==> src/rtl/invg_pkg.sv <==
package invg_pkg;
  typedef enum logic [2:0] {
    ST_IDLE   = 3'd0,
    ST_TEST   = 3'd1,
    ST_CHARGE = 3'd2,
    ST_CLOSE  = 3'd3,
    ST_ON     = 3'd4,
    ST_HALT   = 3'd5
  } seq_st_e;
endpackage

==> src/rtl/invg_peak_mag.sv <==
module invg_peak_mag #(
  parameter int NPH   = 3,
  parameter int CUR_W = 12
) (
  input  logic [NPH*CUR_W-1:0] phase_i,
  output logic [CUR_W-1:0]     peak
);
  logic [CUR_W-1:0] mag [NPH];

  for (genvar p = 0; p < NPH; p++) begin : g_mag
    logic [CUR_W-1:0] raw;
    assign raw    = phase_i[p*CUR_W +: CUR_W];
    assign mag[p] = raw[CUR_W-1] ? (~raw + 1'b1) : raw;
  end

  always_comb begin
    peak = '0;
    for (int p = 0; p < NPH; p++) begin
      if (mag[p] > peak) peak = mag[p];
    end
  end
endmodule

==> src/rtl/invg_lockout.sv <==
module invg_lockout (
  input  logic clk,
  input  logic rst_n,
  input  logic oc_now,
  input  logic ot_now,
  input  logic clr,
  output logic block,
  output logic irq_n
);
  logic oc_lat, ot_lat;

  always_ff @(posedge clk) begin
    if (!rst_n) begin
      oc_lat <= 1'b0;
      ot_lat <= 1'b0;
    end else if (clr && !oc_now && !ot_now) begin
      oc_lat <= 1'b0;
      ot_lat <= 1'b0;
    end else begin
      oc_lat <= oc_lat | oc_now;
      ot_lat <= ot_lat | ot_now;
    end
  end

  assign block = oc_now | ot_now | oc_lat | ot_lat;
  assign irq_n = ~(oc_now | oc_lat);
endmodule

==> src/rtl/invg_sequencer.sv <==
module invg_sequencer
  import invg_pkg::*;
#(
  parameter int CHK_TMO = 1000,
  parameter int PCH_TMO = 1000,
  parameter int GC_TMO  = 1000
) (
  input  logic    clk,
  input  logic    rst_n,
  input  logic    oc_now,
  input  logic    ot_now,
  input  logic    locked,
  input  logic    clr,
  input  logic    chk_done,
  input  logic    prechg_done,
  input  logic    relay_ack,
  output seq_st_e st
);
  localparam int MAXT  = (CHK_TMO > PCH_TMO) ?
                         ((CHK_TMO > GC_TMO) ? CHK_TMO : GC_TMO) :
                         ((PCH_TMO > GC_TMO) ? PCH_TMO : GC_TMO);
  localparam int CNT_W = $clog2(MAXT + 1);

  seq_st_e          nxt;
  logic [CNT_W-1:0] cnt;

  always_comb begin
    nxt = st;
    unique case (st)
      ST_IDLE:   if (!locked) nxt = ST_TEST;
      ST_TEST:   if (chk_done) nxt = ST_CHARGE;
                 else if (cnt == CNT_W'(CHK_TMO - 1)) nxt = ST_IDLE;
      ST_CHARGE: if (prechg_done) nxt = ST_CLOSE;
                 else if (cnt == CNT_W'(PCH_TMO - 1)) nxt = ST_IDLE;
      ST_CLOSE:  if (relay_ack) nxt = ST_ON;
                 else if (cnt == CNT_W'(GC_TMO - 1)) nxt = ST_IDLE;
      ST_ON:     nxt = ST_ON;
      ST_HALT:   if (clr && !oc_now && !ot_now) nxt = ST_IDLE;
      default:   nxt = ST_HALT;
    endcase
    if (oc_now) nxt = ST_HALT;
    else if (ot_now && st != ST_HALT) nxt = ST_IDLE;
  end

  always_ff @(posedge clk) begin
    if (!rst_n) begin
      st  <= ST_IDLE;
      cnt <= '0;
    end else begin
      st <= nxt;
      if (nxt != st) cnt <= '0;
      else if (cnt != CNT_W'(MAXT)) cnt <= cnt + 1'b1;
    end
  end
endmodule

==> src/rtl/inv_guard_seq.sv <==
module inv_guard_seq
  import invg_pkg::*;
#(
  parameter int NPH     = 3,
  parameter int CUR_W   = 12,
  parameter int GATE_N  = 6,
  parameter int CHK_TMO = 1000,
  parameter int PCH_TMO = 1000,
  parameter int GC_TMO  = 1000
) (
  input  logic                 clk,
  input  logic                 rst_n,
  input  logic [NPH*CUR_W-1:0] phase_i,
  input  logic [CUR_W-1:0]     oc_limit,
  input  logic                 temp_fault_n,
  input  logic                 chk_done,
  input  logic                 prechg_done,
  input  logic                 relay_ack,
  input  logic                 clr,
  input  logic [GATE_N-1:0]    pwm_in,
  output logic [GATE_N-1:0]    pwm_out,
  output logic                 relay_cmd,
  output logic                 fault_irq_n,
  output logic [2:0]           state
);
  logic [CUR_W-1:0] peak;
  logic             oc_now, ot_now, block;
  seq_st_e          st;

  invg_peak_mag #(.NPH(NPH), .CUR_W(CUR_W)) u_peak (
    .phase_i (phase_i),
    .peak    (peak)
  );

  assign oc_now = peak > oc_limit;
  assign ot_now = ~temp_fault_n;

  invg_lockout u_lock (
    .clk    (clk),
    .rst_n  (rst_n),
    .oc_now (oc_now),
    .ot_now (ot_now),
    .clr    (clr),
    .block  (block),
    .irq_n  (fault_irq_n)
  );

  invg_sequencer #(.CHK_TMO(CHK_TMO), .PCH_TMO(PCH_TMO), .GC_TMO(GC_TMO)) u_seq (
    .clk         (clk),
    .rst_n       (rst_n),
    .oc_now      (oc_now),
    .ot_now      (ot_now),
    .locked      (block),
    .clr         (clr),
    .chk_done    (chk_done),
    .prechg_done (prechg_done),
    .relay_ack   (relay_ack),
    .st          (st)
  );

  assign pwm_out   = block ? '0 : pwm_in;
  assign relay_cmd = (st == ST_CLOSE || st == ST_ON) && !oc_now && !ot_now;
  assign state     = st;
endmodule

==> config.mk <==
export PLATFORM = sky130hd
export DESIGN_NAME = inv_guard_seq
export DESIGN_NICKNAME = d
export VERILOG_FILES = /design/src/rtl/invg_pkg.sv /design/src/rtl/invg_peak_mag.sv /design/src/rtl/invg_lockout.sv /design/src/rtl/invg_sequencer.sv /design/src/rtl/inv_guard_seq.sv
export SDC_FILE = /design/constraint.sdc
export NUM_CORES = 1
export LEC_CHECK = 0
export BUFFER_PORTS_ARGS = -buffer_cell sky130_fd_sc_hd__buf_2
export CAP_MARGIN = 15
export CORE_MARGIN = 2
export CORE_UTILIZATION = 50
export DETAILED_ROUTE_END_ITERATION = 8
export GPL_TIMING_DRIVEN = 0
export PLACE_DENSITY = 0.81
export SYNTH_ARGS = -nofsm -noshare
export SYNTH_HDL_FRONTEND = slang
export SYNTH_SLANG_ARGS = --single-unit
==> constraint.sdc <==
create_clock -name clk -period 6.5 [get_ports clk]
set_input_delay 0 -clock clk [delete_from_list [all_inputs] [get_ports clk]]
set_output_delay 0 -clock clk [all_outputs]
set_load 0.1 [all_outputs]
==> results.md, run 1 <==
* Commonest non-fill, non-tap cell in the layout: buf_2
* Detailed-route via count at about 3,500
* Post-layout util at 77.3%
* Largest family of logic cells by synthesized area: simple AND/OR/NAND/NOR gates
* Core area at around 5500 um2
* Root Buffer: clkbuf_8
* Most frequent cells in the layout: buf_2 (61), nand2_1 (34), ha_1 (34), buf_4 (34), inv_1 (28)
* Final net count at 600
* Num ports at 72
* RSZ-0062 raised after global routing: yes
* Syn Area/Cell at ~7.5 um2
* P_sw at 523 uW
* TNS Setup at -8870 ps
* Worst hold path class: in -> reg
* Final instance area at between 4000 and 5000 um2
* Min Clock Period, post-route at around 7000 ps
* Routed WL at a little under 10 mm
* Layout cells sized above 1 at about 37%
* Clock share of power at under 10%
* Worst skew pair latency at roughly 250 ps
* Sequential share of the synthesized area at 10.4%
* Sequential power share at between 10% and 20%
* # hold bufs at CTS at 0
* Ys Warns at 0
* RR Startpoint: u_seq.st[2]
* Total of max-cap violations at 0
* Post-route ant nets at 0
* CP Launch Type: input pin
* Setup ws final at -527 ps
* Die ar. at between 6000 and 7000 um2
* Final Hold Vio Count at 0
* Post-synth cell types at 50
* GR Util All Layers at a little over a quarter
* Switch share at roughly half
* Wire per inst at 17.2 um
* Synth Area in Simple Gates at 27.4%
* M3 GR Usage at under 10%
* CP arrival at ~7000 ps
* Number of enable flip-flop cells after synthesis at 0
* Cell row count at 27
* Fmax at around 140 MHz
* # DRC at 0
* Total Power Consumption at between 1000 and 1500 uW
* Comb pwr share at 81.4%
* Clock-pin slew on the worst setup and hold paths at 60 ps
* Routed vias/inst at slightly above 6
* Vert. Die Dim at 80.0 um
* Final Skew at approximately 2.9 ps
* Cell accounting for the most synthesized area: ha_1
* Largest net degree at the start of global routing at 11
* Synth Instances at just under 400
* TritonRoute pass-1 iters at 6
* Worst reg-to-reg path cell count at 8
* Slowest cell delay on critical path at 510 ps
* Synth Area in Compound Gates at about a quarter
* Worst Path Required at between 6000 and 7000 ps
* Hold Path Cell Cnt at 2
* Mux contribution to synthesized area at 3.55%
* Die X-Extent at 80.0 um
* Initial antenna violation count at 0
* Crit. End Element: output pin
* Static leakage at roughly 0.0019 uW
* Ranking of synthesized cells by area: ha_1 (18%), dfxtp_1 (10%), xnor2_1 (7.6%)
* Reg-to-reg endpoint: u_seq.cnt[1]
* DP Area at between 3000 and 4000 um2
* Critical Path Start: phase_i[0]
* Worst Max-Slew Pin Slew at 675 ps
* Ys async rst share at 0%
* Power Density at between 200 and 250 nW/um2
* CP max-delay cell: or4b_4
* Crit. path cell count at 36
* CTS max path bufs at 2
* GRT met1 Usage at 34.9%
* Synthesized Nets at approximately 490
* Crit-path max FO at 7
* Initial Utilization at 52.2%
* Initial DRC Count at roughly 200
* Buf+Inv Stages, Crit Path at 10
* IO Port Bufs at 70
* Failing checks: setup timing
* Clock H-tree levels at 1
* Mapped cell area at between 2000 and 3000 um2
* GR Layer Usage met2 at about half
* Synth Area in Adders at around 18%
* Grt ovf at 0
* Flop-to-flop setup slack at around 4000 ps
* Delay-heaviest family, CP: compound AO/OA/AOI/OAI gates
* Most used cell, CP: buf_4
* Slew margin rel. at a little over half
* Fin crit share at 108%
* CTS tree: yes
* GR peak layer: met2
* Final count of negative-setup-slack endpoints at 23
* Post-Synth XOR/XNOR Area at about a tenth
* Main synth FF type: dfxtp_1
* Outcome: finished with violations
* Synthesis-stage register bit count at 15
* Critical Path End: pwm_out[2]
* ANT cells at 0
* Setup CP Type: in -> out
* Vias in the first global route at around 3,100
* Detailed Place HPWL at ~6.2 mm
* RD Place Congestion at 0.933
* Slew Viols, Final at 0
* TritonCTS buffer count at 3
* P&R area growth vs syn at 48.1%
* Synth top area share at 17.7%
* Peak VDD IR at between 0.0003 and 0.0004 V
* P_int at between 500 and 600 uW
* Num Clock Sinks at 15
* First-pass GRT wire length at 14.0 mm
-- timing repair --
item,in CTS,in global routing
pin swaps,31,38
endpoints found under the setup margin,23,23
resized for setup,73,46
gates cloned,1,1
setup buffers,22,13
-- registers in the layout, summed over array words and instances (netlist names) --
| name | count |
|---|---|
| u_seq.st | 3 |
| u_lock.ot_lat | 1 |
| u_seq.cnt | 10 |
| u_lock.oc_lat | 1 |
-- power by group through the flow --
stage / Combinational, uW / Clock (uW) / Sequential (uW)
2_1_floorplan: 417 / 0 / 144
3_3_place_gp: 558 / 0 / 117
3_5_place_dp: 569 / 0 / 118
4_1_cts: 709 / 76.3 / 116
5_1_grt: 906 / 80.4 / 120
6_report: 844 / 74.8 / 118
-- worst min path at each step --
stage / to / startpoint / slack, ps
after floorplan: u_seq.st[1] / rst_n / 150
after global placement: u_seq.st[1] / rst_n / 310
after detailed placement: u_seq.st[1] / rst_n / 310
after CTS: u_seq.st[1] / rst_n / 60
after global routing: u_seq.cnt[1] / rst_n / 70
final: u_seq.cnt[1] / rst_n / 70
-- cells in the mapped netlist, types with 2 or more instances --
master / count
a211oi_1: 2
a21bo_2: 2
a21o_1: 4
a21oi_1: 23
a311o_1: 2
a31oi_1: 3
and2_1: 7
and3_1: 7
and4b_1: 7
buf_2: 2
clkbuf_1: 12
dfxtp_1: 15
ha_1: 41
inv_1: 31
mux2_2: 2
mux2i_1: 8
nand2_1: 36
nand2b_1: 4
nand3_1: 12
nand4_1: 9
nand4b_1: 3
nor2_1: 14
nor2b_1: 8
nor3_1: 10
nor3b_1: 3
nor4_1: 3
nor4b_1: 2
nor4bb_1: 3
o211ai_1: 6
o21a_1: 4
o21ai_0: 26
o31ai_1: 17
o41ai_1: 4
or3_1: 5
or4_1: 3
xnor2_1: 25
xor2_1: 9
-- layer usage --
layer | wire (um) | share of wire (%)
met2 | 4820 | 49
met5 | 0 | 0
met3 | 705 | 7.2
met1 | 4090 | 42
met4 | 172 | 1.8
-- final cells by class --
cell class / instances / area [um2]
multi-input cells: 328 / 2880
fillers: 393 / 1260
repair buffers: 106 / 761
flip-flops and latches: 15 / 300
inverters: 31 / 119
well taps: 72 / 90.1
plain buffers: 13 / 81.3
clock buffers: 4 / 45.0
-- worst register-to-register path, delay by kind of cell, from the launching register on --
kind,cells,cell delay [ps]
compound gates,4,940
buf+inv,2,660
simple gates,2,430
flops,1,330
-- kinds of logic (layout without fill, tap and decap cells) --
group	after synthesis	in the layout
AO/OA/AOI/OAI	102	103
buffers and inverters	45	154
AND/OR/NAND/NOR	140	140
adder cells (fa/ha/maj)	41	41
multiplexers	10	10
XOR/XNOR	34	34
flip-flops	15	15
-- through the flow --
step                worst slack (ps)  hold slack (ps)  std cells
detailed placement             -1300              311        529
global placement               -1120              307        529
finish                          -527             73.7        569
floorplan                       97.3              149        387
global route                    -822             73.2        569
CTS                             -123             56.9        556
No activity file was read; power rests on OpenSTA's default activity.
==> run 2: changes to the inputs <==
--- a/config.mk
+++ b/config.mk
@@ -5,12 +5,14 @@
 export SDC_FILE = /design/constraint.sdc
 export NUM_CORES = 1
 export LEC_CHECK = 0
+export ABC_AREA = 1
 export BUFFER_PORTS_ARGS = -buffer_cell sky130_fd_sc_hd__buf_2
 export CAP_MARGIN = 15
 export CORE_MARGIN = 2
 export CORE_UTILIZATION = 50
 export DETAILED_ROUTE_END_ITERATION = 8
 export GPL_TIMING_DRIVEN = 0
+export HOLD_SLACK_MARGIN = 0.05
 export PLACE_DENSITY = 0.81
 export SYNTH_ARGS = -nofsm -noshare
 export SYNTH_HDL_FRONTEND = slang
==> results.md, run 2 <==
* Initial Utilization at about 52%
* First-pass GRT wire length at 11.2 mm
* TritonRoute pass-1 iters at 4
* Detailed-route via count at between 3,000 and 4,000
* Clock H-tree levels at 1
* Most instantiated library cell after synthesis: nand2_1
* GR Util All Layers at a little over a fifth
* Flip-flop count of the largest register after layout at 10
* Num Clock Sinks at 15
* TritonCTS buffer count at 3
* CP Launch Type: input pin
* Fmax at about 170 MHz
* Mapped cell area at 2910 um2
* Crit. End Element: output pin
* Post-route ant nets at 0
* Ys Warns at 0
* Synth top area share at approximately 18%
* Root Buffer: clkbuf_8
* Worst Path Required at 6500 ps
* Peak VDD IR at around 0.00029 V
* CTS tree: yes
* Ranking of synthesized cells by area: ha_1 (18%), nand2_1 (15%), inv_1 (13%)
* Commonest non-fill, non-tap cell in the layout: nand2_1
* Synthesis-stage register bit count at 15
* Worst hold path class: in -> reg
* Cell accounting for the most synthesized area: ha_1
* Die X-Extent at approximately 80 um
* Min Clock Period, post-route at 5860 ps
* Power Density at 257 nW/um2
* Final Hold Vio Count at 0
* Biggest register: u_seq.cnt
* Largest registers: u_seq.cnt: 10 flops, u_seq.st: 3 flops
* Ys async rst share at 0%
* Met3 wire len at ~300 um
* Static leakage at ~0.0019 uW
* Setup CP Type: in -> out
* Initial antenna violation count at 0
* CP max-delay cell: o21ai_0
* ANT cells at 0
* Worst Hold Slack at ~150 ps
* Routed vias/inst at 4.99
* Layout cells sized above 1 at between 15 and 20%
* Grt ovf at 0
* Slew Viols, Final at 0
* Worst Max-Slew Pin Slew at ~490 ps
* Largest net degree at the start of global routing at 11
* Clock-pin slew on the worst setup and hold paths at around 60 ps
* Syn Area/Cell at 5.91 um2
* Max layer used: met4
* Post-synth top cells: nand2_1 (113), inv_1 (99), nor2_1 (48)
* Wire per inst at roughly 10 um
* Vert. Die Dim at 80.2 um
* Die ar. at 6440 um2
* TNS Setup at 0 ps
* Outcome: completed
* Most used cell, CP: nand2_1
* Initial DRC Count at around 160
* Most frequent cells in the layout: nand2_1 (113), inv_1 (99), buf_2 (66)
* CTS max path bufs at 2
* RD Place Congestion at 0.887
* Core area at about 5600 um2
* # DRC at 0
* Total of max-cap violations at 0
* RSZ-0062 raised after global routing: no
* Met1 WL at about 3.2 mm
* Final count of negative-setup-slack endpoints at 0
* Routed WL at about 6.6 mm
* Number of enable flip-flop cells after synthesis at 0
* Worst skew pair latency at approximately 240 ps
* Final net count at 670
* Synth Instances at a little under 500
* Post-layout util at around 60%
* Num ports at ~70
* Routed wl met2 at around 3 mm
* Sequential share of the synthesized area at 10.3%
* IO Port Bufs at 70
* CP arrival at around 5900 ps
* Cell row count at 27
* Fin crit share at 90.2%
* Slew margin rel. at 67.7%
* Final Skew at 0.860 ps
* Slowest cell delay on critical path at 370 ps
* Main synth FF type: dfxtp_1
* Post-synth cell types at 32
* Vias in the first global route at 2,814
* P&R area growth vs syn at 17.9%
* Synthesized Nets at around 590
* Detailed Place HPWL at 5.63 mm
* Crit-path max FO at 10
run 2: cell types whose count changed in the layout (fill, tap and decap cells not counted), moves of 10 or more:
cell     change
nand2_1     +79
inv_1       +71
nor2_1      +38
buf_4       -34
nand3_1     +18
xnor2_1     -17
xor2_1      +17
o21ai_0     +13
o31ai_1     -10
run 2: repair_timing:
action,in CTS,in global routing
hold buffers,1,0
hold endpoints to repair,5,0
setup endpoints to repair,0,6
resized for setup,0,9
setup buffers,0,0
run 2: final cells by class:
class | instances | area [um2]
buffer | 6 | 26.3
clock buffer | 4 | 45.0
fill | 538 | 2150
inverter | 103 | 390
multi-input combinational | 368 | 2200
sequential | 15 | 300
tap | 72 | 90.1
timing repair buffer | 71 | 375
run 2: critical path: cells and delay by family:
kind	cells	cell delay (ps)
AOI/OAI and AO/OA	7	1300
xor gates and xnor gates	1	220
and+or+nand+nor	16	1820
adders and majority gates	4	1210
buffers and inverters	7	1310
run 2: per-stage QoR:
step | worst slack, ps | instances | power [uW] | cell area, um2
final | 637 | 639 | 880 | 3420
after global routing | 4.54 | 639 | 977 | 3420
after CTS | 514 | 639 | 877 | 3400
after detailed placement | 515 | 634 | 801 | 3350
after global placement | 657 | 634 | 784 | 3350
after floorplan | -257 | 492 | 670 | 2910
run 2: logic make-up after synthesis:
kind of cell / count (synthesis) / share of synthesized area, %
buffers and inverters: 109 / 14.2
flip-flops: 15 / 10.3
XOR/XNOR: 33 / 9.95
AO/OA/AOI/OAI: 64 / 12.1
AND/OR/NAND/NOR: 230 / 35.8
adder cells (fa/ha/maj): 41 / 17.7
run 2: metal layers:
metal | global-route usage, % | vias up
met2 | 38.6 | 79
li1 | - | 1713
met5 | 0 | -
met4 | 3.22 | 0
met3 | 1.35 | 6
met1 | 27.0 | 1389
run 2: path summary, 6_finish.rpt:
check,from,end,slack [ps],cells after the start
max reg2reg,u_seq.cnt[0],u_seq.cnt[1],4720,13
min reg2reg,u_lock.ot_lat,u_lock.ot_lat,490,2
max,phase_i[0],pwm_out[2],640,35
min,temp_fault_n,u_lock.ot_lat,150,4
run 2: power by group:
part | leakage [uW] | switching (uW) | total (uW) | internal [uW]
Combinational | 0.00178 | 483 | 688 | 205
Sequential | 0.000122 | 15.0 | 120 | 105
Clock | 0.0000228 | 29.2 | 72.5 | 43.3
Total | 0.00192 | 527 | 880 | 353
